`config.mk`:
```
export PLATFORM = sky130hd
export DESIGN_NAME = ckcmd_engine
export DESIGN_NICKNAME = d
export VERILOG_FILES = /design/src/rtl/ckcmd_pkg.sv /design/src/rtl/ckcmd_check.sv /design/src/rtl/ckcmd_seq.sv /design/src/rtl/ckcmd_engine.sv
export SDC_FILE = /design/constraint.sdc
export NUM_CORES = 1
export LEC_CHECK = 0
export BUFFER_PORTS_ARGS = -buffer_cell sky130_fd_sc_hd__buf_2
export CAP_MARGIN = 20
export CORE_AREA = 2 2 158 160
export DETAILED_ROUTE_END_ITERATION = 12
export DIE_AREA = 0 0 160 162
export GPL_TIMING_DRIVEN = 0
export PLACE_DENSITY_LB_ADDON = 0.12
export SYNTH_ARGS = -nofsm -noshare
export SYNTH_HDL_FRONTEND = slang
export SYNTH_SLANG_ARGS = --single-unit
```
`constraint.sdc`:
```
create_clock -name clk -period 2.9 [get_ports clk]
set_input_delay 0.435 -clock clk [delete_from_list [all_inputs] [get_ports clk]]
set_output_delay 0.435 -clock clk [all_outputs]
set_load 0.03 [all_outputs]
```
`src/rtl/ckcmd_pkg.sv`:
```
package ckcmd_pkg;

    localparam int IDX_W    = 16;
    localparam int DOM_W    = 8;
    localparam int PPN_W    = 44;
    localparam int MODE_W   = 4;
    localparam int DOM_LSB  = 40;   // operand-0
    localparam int PPN_LSB  = 10;   // operand-1
    localparam int PPNV_BIT = 4;    // operand-1
    localparam int NAPOT_BIT = 5;   // operand-1
    localparam int DOMV_BIT = 6;    // operand-1
    localparam logic [7:0] VERSION = 8'h10;

    localparam logic [7:0] OPC_SET   = 8'd1;
    localparam logic [7:0] OPC_GET   = 8'd2;
    localparam logic [7:0] OPC_INVAL = 8'd3;
    localparam logic [7:0] OPC_FENCE = 8'd4;

    typedef enum logic [6:0] {
        ST_NONE    = 7'd0,
        ST_OK      = 7'd1,
        ST_BAD_OP  = 7'd2,
        ST_BAD_IDX = 7'd3,
        ST_BAD_ARG = 7'd4
    } st_e;

    typedef enum logic [2:0] {
        K_NONE, K_SET, K_GET, K_INVAL, K_FENCE
    } kind_e;

    typedef struct packed {
        logic [IDX_W-1:0] idx;
        logic [7:0]       opc;
    } cmd_t;

    typedef struct packed {
        st_e   verdict;
        kind_e kind;
    } decision_t;

endpackage

```
`src/rtl/ckcmd_check.sv`:
```
module ckcmd_check
    import ckcmd_pkg::*;
#(
    parameter int NUM_RULES = 8
) (
    input  cmd_t              cmd,
    input  logic [DOM_W-1:0]  dom,
    input  logic [PPN_W-1:0]  ppn,
    input  logic [MODE_W-1:0] mode,
    output decision_t         dec
);
    localparam logic [IDX_W-1:0] MAX_IDX = IDX_W'(NUM_RULES);

    logic idx_ok;
    logic bare_bad;

    assign idx_ok   = (cmd.idx != '0) && (cmd.idx <= MAX_IDX);
    assign bare_bad = (mode == '0) && ((dom != '0) || (ppn != '0));

    always_comb begin
        dec = '{verdict: ST_BAD_OP, kind: K_NONE};
        case (cmd.opc)
            OPC_SET: begin
                if (!idx_ok)       dec = '{verdict: ST_BAD_IDX, kind: K_NONE};
                else if (bare_bad) dec = '{verdict: ST_BAD_ARG, kind: K_NONE};
                else               dec = '{verdict: ST_OK,      kind: K_SET};
            end
            OPC_GET: begin
                if (!idx_ok) dec = '{verdict: ST_BAD_IDX, kind: K_NONE};
                else         dec = '{verdict: ST_OK,      kind: K_GET};
            end
            OPC_INVAL: dec = '{verdict: ST_OK, kind: K_INVAL};
            OPC_FENCE: dec = '{verdict: ST_OK, kind: K_FENCE};
            default:   dec = '{verdict: ST_BAD_OP, kind: K_NONE};
        endcase
    end
endmodule

```
`src/rtl/ckcmd_seq.sv`:
```
module ckcmd_seq
    import ckcmd_pkg::*;
(
    input  logic      clk,
    input  logic      rst,
    input  logic      start,
    input  decision_t dec,
    input  logic      rt_ack,
    input  logic      inv_ack,
    input  logic      fence_ack,
    output logic      busy,
    output st_e       status,
    output logic      rt_req,
    output logic      rt_write,
    output logic      inv_req,
    output logic      fence_req,
    output logic      load_ops
);
    typedef enum logic [1:0] {PH_IDLE, PH_EVAL, PH_WAIT} phase_e;
    phase_e phase;
    logic   acked;

    assign acked    = (rt_req & rt_ack) | (inv_req & inv_ack) | (fence_req & fence_ack);
    assign load_ops = (phase == PH_WAIT) && rt_req && !rt_write && rt_ack;

    always_ff @(posedge clk) begin
        if (rst) begin
            phase     <= PH_IDLE;
            busy      <= 1'b0;
            status    <= ST_NONE;
            rt_req    <= 1'b0;
            rt_write  <= 1'b0;
            inv_req   <= 1'b0;
            fence_req <= 1'b0;
        end else begin
            case (phase)
                PH_IDLE: if (start) begin
                    busy  <= 1'b1;
                    phase <= PH_EVAL;
                end
                PH_EVAL: begin
                    if (dec.verdict != ST_OK) begin
                        status <= dec.verdict;
                        busy   <= 1'b0;
                        phase  <= PH_IDLE;
                    end else begin
                        rt_req    <= (dec.kind == K_SET) || (dec.kind == K_GET);
                        rt_write  <= (dec.kind == K_SET);
                        inv_req   <= (dec.kind == K_INVAL);
                        fence_req <= (dec.kind == K_FENCE);
                        phase     <= PH_WAIT;
                    end
                end
                PH_WAIT: if (acked) begin
                    rt_req    <= 1'b0;
                    inv_req   <= 1'b0;
                    fence_req <= 1'b0;
                    busy      <= 1'b0;
                    status    <= ST_OK;
                    phase     <= PH_IDLE;
                end
                default: phase <= PH_IDLE;
            endcase
        end
    end

    a_r13_single_req: assert property (@(posedge clk) disable iff (rst)
        $onehot0({rt_req, inv_req, fence_req}));

    a_r13_req_while_busy: assert property (@(posedge clk) disable iff (rst)
        (rt_req | inv_req | fence_req) |-> busy);

    a_r8_hold_until_ack: assert property (@(posedge clk) disable iff (rst)
        (rt_req && !rt_ack) |=> rt_req);

    a_r8_done_after_ack: assert property (@(posedge clk) disable iff (rst)
        (rt_req && rt_ack) |=> (!busy && status == ST_OK));

    a_r5_status_on_finish: assert property (@(posedge clk) disable iff (rst)
        $fell(busy) |-> (status != ST_NONE));
endmodule

```
`src/rtl/ckcmd_engine.sv`:
```
module ckcmd_engine
    import ckcmd_pkg::*;
#(
    parameter int NUM_RULES  = 8,
    parameter bit WIDE_MODES = 1'b1
) (
    input  logic         clk,
    input  logic         rst,
    input  logic         bus_sel,
    input  logic         bus_we,
    input  logic [4:2]   bus_addr,
    input  logic [31:0]  bus_wdata,
    output logic [31:0]  bus_rdata,
    output logic         rt_req,
    output logic         rt_write,
    output logic [15:0]  rt_idx,
    output logic [127:0] rt_wdata,
    input  logic [127:0] rt_rdata,
    input  logic         rt_ack,
    output logic         inv_req,
    output logic [7:0]   inv_dom,
    output logic         inv_dom_vld,
    output logic [43:0]  inv_ppn,
    output logic         inv_ppn_vld,
    output logic         inv_napot,
    input  logic         inv_ack,
    output logic         fence_req,
    input  logic         fence_ack
);
    localparam logic [2:0] W_CTRL_LO = 3'd2;
    localparam logic [2:0] W_OP0_LO  = 3'd4;

    cmd_t              cmd_q;
    logic [63:0]       op0_q, op1_q;
    logic              busy, load_ops, wr, start;
    st_e               status;
    decision_t         dec;
    logic [DOM_W-1:0]  dom;
    logic [PPN_W-1:0]  ppn;
    logic [MODE_W-1:0] mode;

    assign wr    = bus_sel & bus_we;
    assign start = wr && (bus_addr == W_CTRL_LO) && !busy;

    assign dom  = op0_q[DOM_LSB +: DOM_W];
    assign ppn  = op1_q[PPN_LSB +: PPN_W];
    assign mode = op1_q[MODE_W-1:0];

    always_ff @(posedge clk) begin
        if (rst) begin
            cmd_q <= '0;
            op0_q <= '0;
            op1_q <= '0;
        end else if (load_ops) begin
            op0_q <= rt_rdata[63:0];
            op1_q <= rt_rdata[127:64];
        end else if (wr && !busy) begin
            case (bus_addr)
                3'd2: cmd_q         <= cmd_t'(bus_wdata[23:0]);
                3'd4: op0_q[31:0]   <= bus_wdata;
                3'd5: op0_q[63:32]  <= bus_wdata;
                3'd6: op1_q[31:0]   <= bus_wdata;
                3'd7: op1_q[63:32]  <= bus_wdata;
                default: ;
            endcase
        end
    end

    always_comb begin
        case (bus_addr)
            3'd0:    bus_rdata = {23'b0, WIDE_MODES, VERSION};
            3'd2:    bus_rdata = {8'b0, cmd_q};
            3'd3:    bus_rdata = {24'b0, busy, status};
            3'd4:    bus_rdata = op0_q[31:0];
            3'd5:    bus_rdata = op0_q[63:32];
            3'd6:    bus_rdata = op1_q[31:0];
            3'd7:    bus_rdata = op1_q[63:32];
            default: bus_rdata = '0;
        endcase
    end

    ckcmd_check #(.NUM_RULES(NUM_RULES)) u_check (
        .cmd (cmd_q),
        .dom (dom),
        .ppn (ppn),
        .mode(mode),
        .dec (dec)
    );

    ckcmd_seq u_seq (
        .clk      (clk),
        .rst      (rst),
        .start    (start),
        .dec      (dec),
        .rt_ack   (rt_ack),
        .inv_ack  (inv_ack),
        .fence_ack(fence_ack),
        .busy     (busy),
        .status   (status),
        .rt_req   (rt_req),
        .rt_write (rt_write),
        .inv_req  (inv_req),
        .fence_req(fence_req),
        .load_ops (load_ops)
    );

    assign rt_idx      = cmd_q.idx;
    assign rt_wdata    = {op1_q, op0_q};
    assign inv_dom     = dom;
    assign inv_ppn     = ppn;
    assign inv_dom_vld = op1_q[DOMV_BIT];
    assign inv_ppn_vld = op1_q[PPNV_BIT];
    assign inv_napot   = op1_q[NAPOT_BIT];

    a_r4_start_sets_busy: assert property (@(posedge clk) disable iff (rst)
        start |=> busy);

    a_r12_cmd_locked: assert property (@(posedge clk) disable iff (rst)
        (busy && wr && bus_addr == W_CTRL_LO) |=> (cmd_q == $past(cmd_q)));

    a_r12_op_locked: assert property (@(posedge clk) disable iff (rst)
        (busy && wr && bus_addr == W_OP0_LO && !load_ops) |=> (op0_q[31:0] == $past(op0_q[31:0])));

    a_r7_no_bare_write: assert property (@(posedge clk) disable iff (rst)
        (rt_req && rt_write) |-> !(mode == '0 && (dom != '0 || ppn != '0)));

    a_r6_idx_in_range: assert property (@(posedge clk) disable iff (rst)
        rt_req |-> (rt_idx != '0 && rt_idx <= 16'(NUM_RULES)));
endmodule

```
==> summary.txt, run 1 <==
Hold EP = op0_q[5]
GRT Residual Overflow = 0
First-pass GRT wire length = 59.6 mm
R2R Path Start = op0_q[41]
Critical hold path startpoint = rt_rdata[5]
Simple-Gate Fraction of Synth Area = 13.1%
Critical path launch point type = input pin
Initial Utilization = 37.3%
Hold Path Class = input pin to flip-flop
Max-cap check violation count = 0
Synthesis Warnings = 0
Worst-skew pair later-pin latency = 0.43 ns
Die Ht = 162 µm
Main combinational cell family by area after synthesis = multiplexers
Power Dens Cells = 439 mW/mm²
Sw Share = 26.6%
CTS sink count = 162
Crit end category = output pin
HPWL after detailed placement = 31.4 mm
Final worst path period share = 97.4%
EDFF count, synth = 0
Share of cells above drive strength 1 = 40.1%
Clock Tree Root = clkbuf_16
DP Cell Count = 1,693
Count of final setup violators = 0
Drt wl/cell = 24.0 µm
RSZ-0062 raised after global routing = false
Worst VDD drop = 0.000338 V
Rows = 57
Register area share after synthesis = 36.0%
Area grow syn2layout = 34.4%
Post-Syn Area = 0.00900 mm²
Sequential power share = 43.2%
Initial antenna violation count = 7
Arrival time at the worst endpoint = 2.39 ns
Number of global-route vias before repair = 8,907
Synthesis-stage register bit count = 162
CTS tree = built
Post-Route WL = 41.4 mm
XOR/XNOR Fraction of Synth Area = 0.0973%
Slew Limit Fails = 0
Fin Hold WS = 0.284 ns
Combinational fraction of design power = 11.5%
Post-Synthesis Cells = 966
Final Skew = 0.0114 ns
Syn_area_per_cell = 9.32 µm²
Tightest Pin Transition = 1.01 ns
Max-slew headroom = 33.0%
Clock share of power = 45.3%
Worst Path Max Fanout = 10
Status = complete, no violations
Routed vias = 9,386
Yosys cell types = 48
H-tree depth = 4
Iter 0 DRT Violations = 605
Reg2reg path depth = 6
Pre-Repair DR Iteration Count = 5
Cts bufs inserted = 17
Placeable core region = 0.0241 mm²
Hold Crit Depth = 3
Post-synthesis compound-gate area fraction = 15.5%
Via density per instance = 5.43
Adder-Cell Fraction of Synth Area = 0.556%
Synth Flop Type = dfxtp_1
GR Util All Layers = 31.0%
WP data required = 2.47 ns
Psw = 1.41 mW
Reg2reg setup slack = 0.15 ns
DR DRC count = 0
Port buffer count = 403
Detail Route Antenna Nets = 0
IO Count = 405
Final nets = 1,562
Gpl congestion = 0.923
Pint = 3.89 mW
Crit path time final = 2.82 ns
Worst-path clk slew = 0.07 ns
R2R Path End = u_seq.busy
Critical path class = input pin to output pin
Syn Nets = 1,140
FMAX = 354 MHz
Mux contribution to synthesized area = 24.8%
Pin count of the biggest net entering global routing = 17
Asr flop ratio synth = 0%
Max Root-Sink Buffers = 2
Non-filler cells, final = 1,728
Final-report hold violation count = 0
Die area = 0.0259 mm²
Leak = 5.68 nW
Die Wd = 160 µm
## per-layer routing
| layer | up-vias | GRT usage [%] | wire length [µm] |
|---|---|---|---|
| met4 | 4 | 8.56 | 860 |
| met5 | - | 0 | 24 |
| met1 | 4554 | 40.6 | 17900 |
| li1 | 4322 | - | - |
| met3 | 51 | 5.18 | 2610 |
| met2 | 455 | 53.1 | 20000 |
## cell type report
cell class	count	area [µm²]
Clock inverter	11	153
Clock buffer	20	457
Buffer	152	877
Antenna cell	4	10.0
Fill cell	2464	12000
Timing Repair Buffer	404	2030
Inverter	10	37.5
Sequential cell	162	3240
Multi-Input combinational cell	641	4880
Tap cell	324	405
## flip-flops by register name, indices dropped and copies added, names as in the netlist
signal and count:
op0_q 64, op1_q 64, rt_idx 16, cmd_q 8, u_seq.status 3, u_seq.phase 2
u_seq.busy 1, u_seq.fence_req 1, u_seq.inv_req 1, u_seq.rt_req 1, u_seq.rt_write 1
## what timing repair did
item | in CTS | in global routing
pin swaps | 0 | 0
setup endpoints to repair | 24 | 10
resized for setup | 10 | 5
hold buffers | 0 | 0
setup buffers | 0 | 0
endpoints found under the hold margin | 0 | 0
## cells by family (layout without fill, tap and decap cells)
logic type | after synthesis | count (layout)
other cells | 0 | 4
buf+inv | 163 | 597
simple gates | 260 | 260
compound gates | 186 | 186
flops | 162 | 162
mux | 190 | 190
fa+ha+maj | 4 | 4
xor+xnor | 1 | 1
## power groups by stage
stage / Clock, mW / Combinational, mW / Sequential [mW]
after detailed placement: 0 / 0.597 / 2.34
after global placement: 0 / 0.599 / 2.34
final: 2.40 / 0.611 / 2.29
after CTS: 2.41 / 0.605 / 2.29
after global routing: 2.50 / 0.648 / 2.29
after floorplan: 0 / 0.265 / 2.37
## Yosys cell counts (3+ instances only)
cell      instances  share of area [%]
nor2_1          168                7.0
nand4_1           5               0.35
mux4_2           26                6.5
nor3_1            5               0.28
nand2_1          13               0.54
nor4_1           17                1.2
or4_1             3               0.25
o21ai_0           9               0.50
nand3_1           6               0.33
a211oi_1        131                 11
and3_1            3               0.21
and2_1           10               0.69
ha_1              4               0.56
buf_4            71                5.9
clkbuf_1         61                2.5
nand2b_1          8               0.56
inv_1            10               0.42
buf_2            14               0.78
a22o_1           17                1.7
buf_1             6               0.25
a21oi_1          11               0.61
mux2i_1         162                 18
dfxtp_1         162                 36
nor2b_1          10               0.69
## worst max path at each step
stage                 from       endpoint  slack (ns)  cells after the start
4_1_cts        bus_addr[2]  bus_rdata[22]        0.06                      5
3_3_place_gp   bus_addr[3]  bus_rdata[23]       -0.47                      7
6_report       bus_addr[4]   bus_rdata[8]        0.08                      6
3_5_place_dp   bus_addr[3]  bus_rdata[23]       -0.47                      7
5_1_grt        bus_addr[4]   bus_rdata[8]       0.002                      6
2_1_floorplan  bus_addr[2]   bus_rdata[2]        0.26                      7
## stage by stage
stage / TNS, ns / utilization, % / worst slack, ns / area (µm²) / total power [mW]
floorplan: 0 / - / 0.258 / 9000 / 2.63
global placement: -5.83 / 47.4 / -0.472 / 11400 / 2.94
detailed placement: -5.90 / 47.4 / -0.474 / 11400 / 2.94
CTS: 0 / 50.1 / 0.0561 / 12100 / 5.31
global route: 0 / 50.2 / 0.00203 / 12100 / 5.44
finish: 0 / 50.2 / 0.0757 / 12100 / 5.31
## worst max-delay path: stages
cell      delay (ns)
buf_2           0.12
clkbuf_1        0.47
clkbuf_1        0.63
a31oi_1         0.18
a21oi_1         0.29
buf_2           0.26
## cell usage in the layout, fill, tap and decap left out, types with 3 or more instances in the layout
cell          n
nand2_1      13
clkinvlp_4    3
ha_1          4
nor4_2        3
clkbuf_16    17
dfxtp_1     162
mux2i_1     162
o21ai_0       9
a21oi_1      11
nor4_1       14
nor2_1      168
bufinv_16     3
a211oi_1    131
buf_4        73
clkbuf_1     58
nand2b_1      8
and2_1       10
nor2b_1       9
mux4_2       26
buf_1         5
nor3_1        5
a22o_1       17
inv_1        10
and3_1        3
diode_2       4
buf_2       415
nand4_1       5
nand3_1       6
or4_1         3
(Power assumes the default switching activity.)
==> run 2, diff against run 1 <==
==> constraint.sdc (replaced) <==
create_clock -name clk -period 2.9 [get_ports clk]
set_input_delay 0.435 -clock clk [delete_from_list [all_inputs] [get_ports clk]]
set_output_delay 0.435 -clock clk [all_outputs]
set_load 0.05 [all_outputs]
==> summary.txt, run 2 (synthesized netlist as in run 1, its figures left out) <==
Crit path top cell by count = clkbuf_4
Area grow syn2layout = 33.9%
CTS hold repair buffers = 0
Die Wd = 160 µm
Hold Path Class = input pin to flip-flop
Drt wl/cell = 23.8 µm
Leak = 5.65 nW
Most frequent cells in the layout = 414 x buf_2, 168 x nor2_1, 162 x mux2i_1, 162 x dfxtp_1, 131 x a211oi_1
Gpl congestion = 0.873
Tightest Pin Transition = 1.07 ns
Reg2reg setup slack = 0.17 ns
CTS tree = built
Rows = 57
Pre-Repair DR Iteration Count = 5
Non-filler cells, final = 1,730
Via density per instance = 5.44
Critical path launch point type = input pin
Worst Path Max Fanout = 10
Die Ht = 162 µm
Commonest non-fill, non-tap cell in the layout = buf_2
Placeable core region = 0.0241 mm²
H-tree depth = 4
Status = complete, no violations
CP max stage delay = 0.33 ns
Detail Route Antenna Nets = 0
HPWL after detailed placement = 31.3 mm
Port buffer count = 403
Top Registers = op0_q (64), op1_q (64), rt_idx (16)
Max-slew headroom = 28.8%
Post-Route WL = 41.1 mm
Pin count of the biggest net entering global routing = 17
Worst-path clk slew = 0.07 ns
Die area = 0.0259 mm²
Crit path time final = 2.80 ns
Total chip power = 5.20 mW
Iter 0 DRT Violations = 671
Clock Tree Root = clkbuf_16
Max-cap check violation count = 0
GR Util All Layers = 31.1%
Max Root-Sink Buffers = 2
Final nets = 1,562
Slew Limit Fails = 0
CTS sink count = 162
Power Dens Cells = 432 mW/mm²
FILL cells = 2,486
Final-report hold violation count = 0
Share of cells above drive strength 1 = 40.0%
WP data required = 2.47 ns
Final worst path period share = 96.6%
FMAX = 357 MHz
DR DRC count = 0
Number of global-route vias before repair = 9,075
Routed vias = 9,418
Initial Utilization = 37.3%
Arrival time at the worst endpoint = 2.37 ns
GRT Residual Overflow = 0
RSZ-0062 raised after global routing = false
Post-CTS Setup Inserts = 0
Worst VDD drop = 0.000286 V
Critical path class = input pin to output pin
Crit end category = output pin
Final Skew = 0.0156 ns
Worst-skew pair later-pin latency = 0.44 ns
Initial antenna violation count = 7
IO Count = 405
First-pass GRT wire length = 60.1 mm
Count of final setup violators = 0
DP Cell Count = 1,693
Slowest CP cell = nor2b_2
Cts bufs inserted = 17
CP Cell Sequence = clkbuf_1, nor2b_2, and2_1, clkbuf_4, clkbuf_4, a22o_1, buf_2
run 2: routing by layer:
layer	part of all wire [%]	wire, µm	track usage [%]
met1	42	17300	40.1
met2	49	20000	52.9
met3	7.1	2900	5.87
met4	2.3	941	10.2
met5	0.024	10	0
run 2: final timing paths:
path                    from         endpoint  cells after the start
min            rt_rdata[112]        op1_q[48]                      3
min reg2reg  u_seq.status[0]  u_seq.status[0]                      2
max reg2reg        op0_q[41]       u_seq.busy                      6
max              bus_addr[3]    bus_rdata[22]                      7
run 2: area by class of cell:
class                   count  area (µm²)  area share [%]
diodes                      5        12.5           0.104
inverters                  10        37.5           0.311
flip-flops and latches    162        3240            26.9
well taps                 324         405            3.36
multi-input cells         641        4890            40.5
plain buffers             153         890            7.38
clock buffers              19         433            3.59
clock inverters            13         128            1.06
repair buffers            403        2020            16.7
run 2: repair_timing:
item                                    CTS  global route
endpoints found under the setup margin   27            22
pin swaps                                 0             0
gates resized for setup                   8            14
run 2: critical path: cells and delay by family:
kind	cells	cell delay, ns
buffers and inverters	4	1.16
AOI/OAI and AO/OA	1	0.23
and+or+nand+nor	2	0.53
run 2: stage by stage:
step / utilization, % / setup TNS (ns) / hold WS, ns / instance area [µm²] / setup slack [ns]
2_1_floorplan: - / -0.318 / 0.448 / 9000 / -0.159
3_3_place_gp: 47.4 / -7.33 / 0.469 / 11400 / -0.607
3_5_place_dp: 47.4 / -7.34 / 0.471 / 11400 / -0.607
4_1_cts: 49.8 / -0.242 / 0.264 / 12000 / -0.0771
5_1_grt: 50.0 / 0 / 0.272 / 12000 / 0.0102
6_report: 50.0 / 0 / 0.273 / 12100 / 0.100
run 2: report_power, final:
| part | internal, mW | switching [mW] |
|---|---|---|
| Clock | 1.20 | 1.04 |
| Sequential | 2.25 | 0.0371 |
| Combinational | 0.237 | 0.442 |
==> run 3, diff against run 2 <==
--- a/config.mk
+++ b/config.mk
@@ -12,6 +12,7 @@
 export DIE_AREA = 0 0 160 162
 export GPL_TIMING_DRIVEN = 0
 export PLACE_DENSITY_LB_ADDON = 0.12
+export SETUP_SLACK_MARGIN = 0.1
 export SYNTH_ARGS = -nofsm -noshare
 export SYNTH_HDL_FRONTEND = slang
 export SYNTH_SLANG_ARGS = --single-unit
==> summary.txt, run 3 (synthesized netlist as in run 1, its figures left out) <==
HPWL after detailed placement = 31.3 mm
Die Wd = 160 µm
Slew Limit Fails = 0
Worst-path clk slew = 0.07 ns
GRT Residual Overflow = 0
Most frequent cells in the layout = 414 x buf_2, 168 x nor2_1, 162 x mux2i_1, 162 x dfxtp_1, 131 x a211oi_1
Final nets = 1,562
Placeable core region = 0.0241 mm²
Drt wl/cell = 23.8 µm
DR DRC count = 0
Hold Path Class = input pin to flip-flop
Worst-skew pair later-pin latency = 0.44 ns
Port buffer count = 403
Worst VDD drop = 0.000284 V
CP bufs+invs = 0
Arrival time at the worst endpoint = 3.02 ns
Top Registers = op0_q (64), op1_q (64), rt_idx (16)
Cts bufs inserted = 17
Setup_tns = 0 ns
H-tree depth = 4
Worst Path Max Fanout = 9
Share of cells above drive strength 1 = 40.5%
RSZ-0062 raised after global routing = false
Final-report hold violation count = 0
CTS sink count = 162
Rows = 57
Total chip power = 5.21 mW
Critical path class = flip-flop to flip-flop
Max-cap check violation count = 0
Post-CTS Setup Inserts = 0
Leak = 5.66 nW
DP Cell Count = 1,693
CP Cell Sequence = nor4_2, nand4_1, nor4_4, a21oi_1, o211ai_1, mux2_2
Die Ht = 162 µm
Initial Utilization = 37.3%
Iter 0 DRT Violations = 709
Gpl congestion = 0.873
Crit path time final = 2.69 ns
Tightest Pin Transition = 1.10 ns
Max Root-Sink Buffers = 2
Final worst path period share = 92.9%
Critical path launch point type = flip-flop
Power Dens Cells = 431 mW/mm²
FMAX = 371 MHz
First-pass GRT wire length = 60.1 mm
Commonest non-fill, non-tap cell in the layout = buf_2
Max-slew headroom = 26.8%
Routed vias = 9,392
Status = complete, no violations
Pre-Repair DR Iteration Count = 5
CTS hold repair buffers = 0
WP data required = 3.23 ns
Number of global-route vias before repair = 9,071
Non-filler cells, final = 1,730
Via density per instance = 5.43
IO Count = 405
Slowest CP cell = dfxtp_1
CP max stage delay = 0.51 ns
Final Skew = 0.0134 ns
Pin count of the biggest net entering global routing = 17
Initial antenna violation count = 7
GR Util All Layers = 31.1%
Die area = 0.0259 mm²
Post-Route WL = 41.1 mm
CP top delay family = simple AND/OR/NAND/NOR gates
Clock Tree Root = clkbuf_16
Crit end category = flip-flop
Detail Route Antenna Nets = 0
Count of final setup violators = 0
Area grow syn2layout = 34.1%
CTS tree = built
## run 3: final timing paths
| check | startpoint | to | slack [ns] | depth (start not counted) |
|---|---|---|---|---|
| max reg2reg | op0_q[41] | u_seq.busy | 0.21 | 6 |
| min reg2reg | u_seq.status[0] | u_seq.status[0] | 0.48 | 2 |
| min | rt_rdata[112] | op1_q[48] | 0.27 | 3 |
| max | op0_q[41] | u_seq.busy | 0.21 | 6 |
## run 3: where the power goes
group | switching [mW] | internal, mW | total [mW]
logic | 0.443 | 0.238 | 0.681
registers | 0.0371 | 2.25 | 2.29
clock network | 1.04 | 1.20 | 2.24
## run 3: routing by layer
layer | routed length, µm | GRT usage [%] | part of all wire (%)
met5 | 10 | 0 | 0.024
met4 | 918 | 10.2 | 2.2
met3 | 2730 | 5.85 | 6.6
met2 | 20100 | 52.9 | 49
met1 | 17400 | 40.1 | 42
## run 3: repair_timing
item	in CTS	in global routing
pin swaps	0	0
gates resized for setup	18	12
cloned	0	0
setup endpoints to repair	35	14
## run 3: layout make-up
type	instances	area, µm²
Antenna cell	5	12.5
Buffer	153	903
Clock buffer	19	433
Clock inverter	13	128
Fill cell	2482	12000
Inverter	10	37.5
Multi-Input combinational cell	641	4890
Sequential cell	162	3240
Tap cell	324	405
Timing Repair Buffer	403	2020
## run 3: metrics by stage
stage / utilization [%] / cell area, µm² / hold WS (ns) / worst slack, ns
6_report: 50.1 / 12100 / 0.274 / 0.207
5_1_grt: 50.1 / 12100 / 0.272 / 0.104
4_1_cts: 50.0 / 12000 / 0.264 / 0.129
3_5_place_dp: 47.4 / 11400 / 0.471 / -0.607
3_3_place_gp: 47.4 / 11400 / 0.469 / -0.607
2_1_floorplan: - / 9000 / 0.448 / -0.159
## run 3: worst reg2reg max path, cell delays in order (launching register included)
cell and delay [ns]:
dfxtp_1 0.51, nor4_2 0.42, nand4_1 0.30, nor4_4 0.44
a21oi_1 0.29, o211ai_1 0.27, mux2_2 0.36
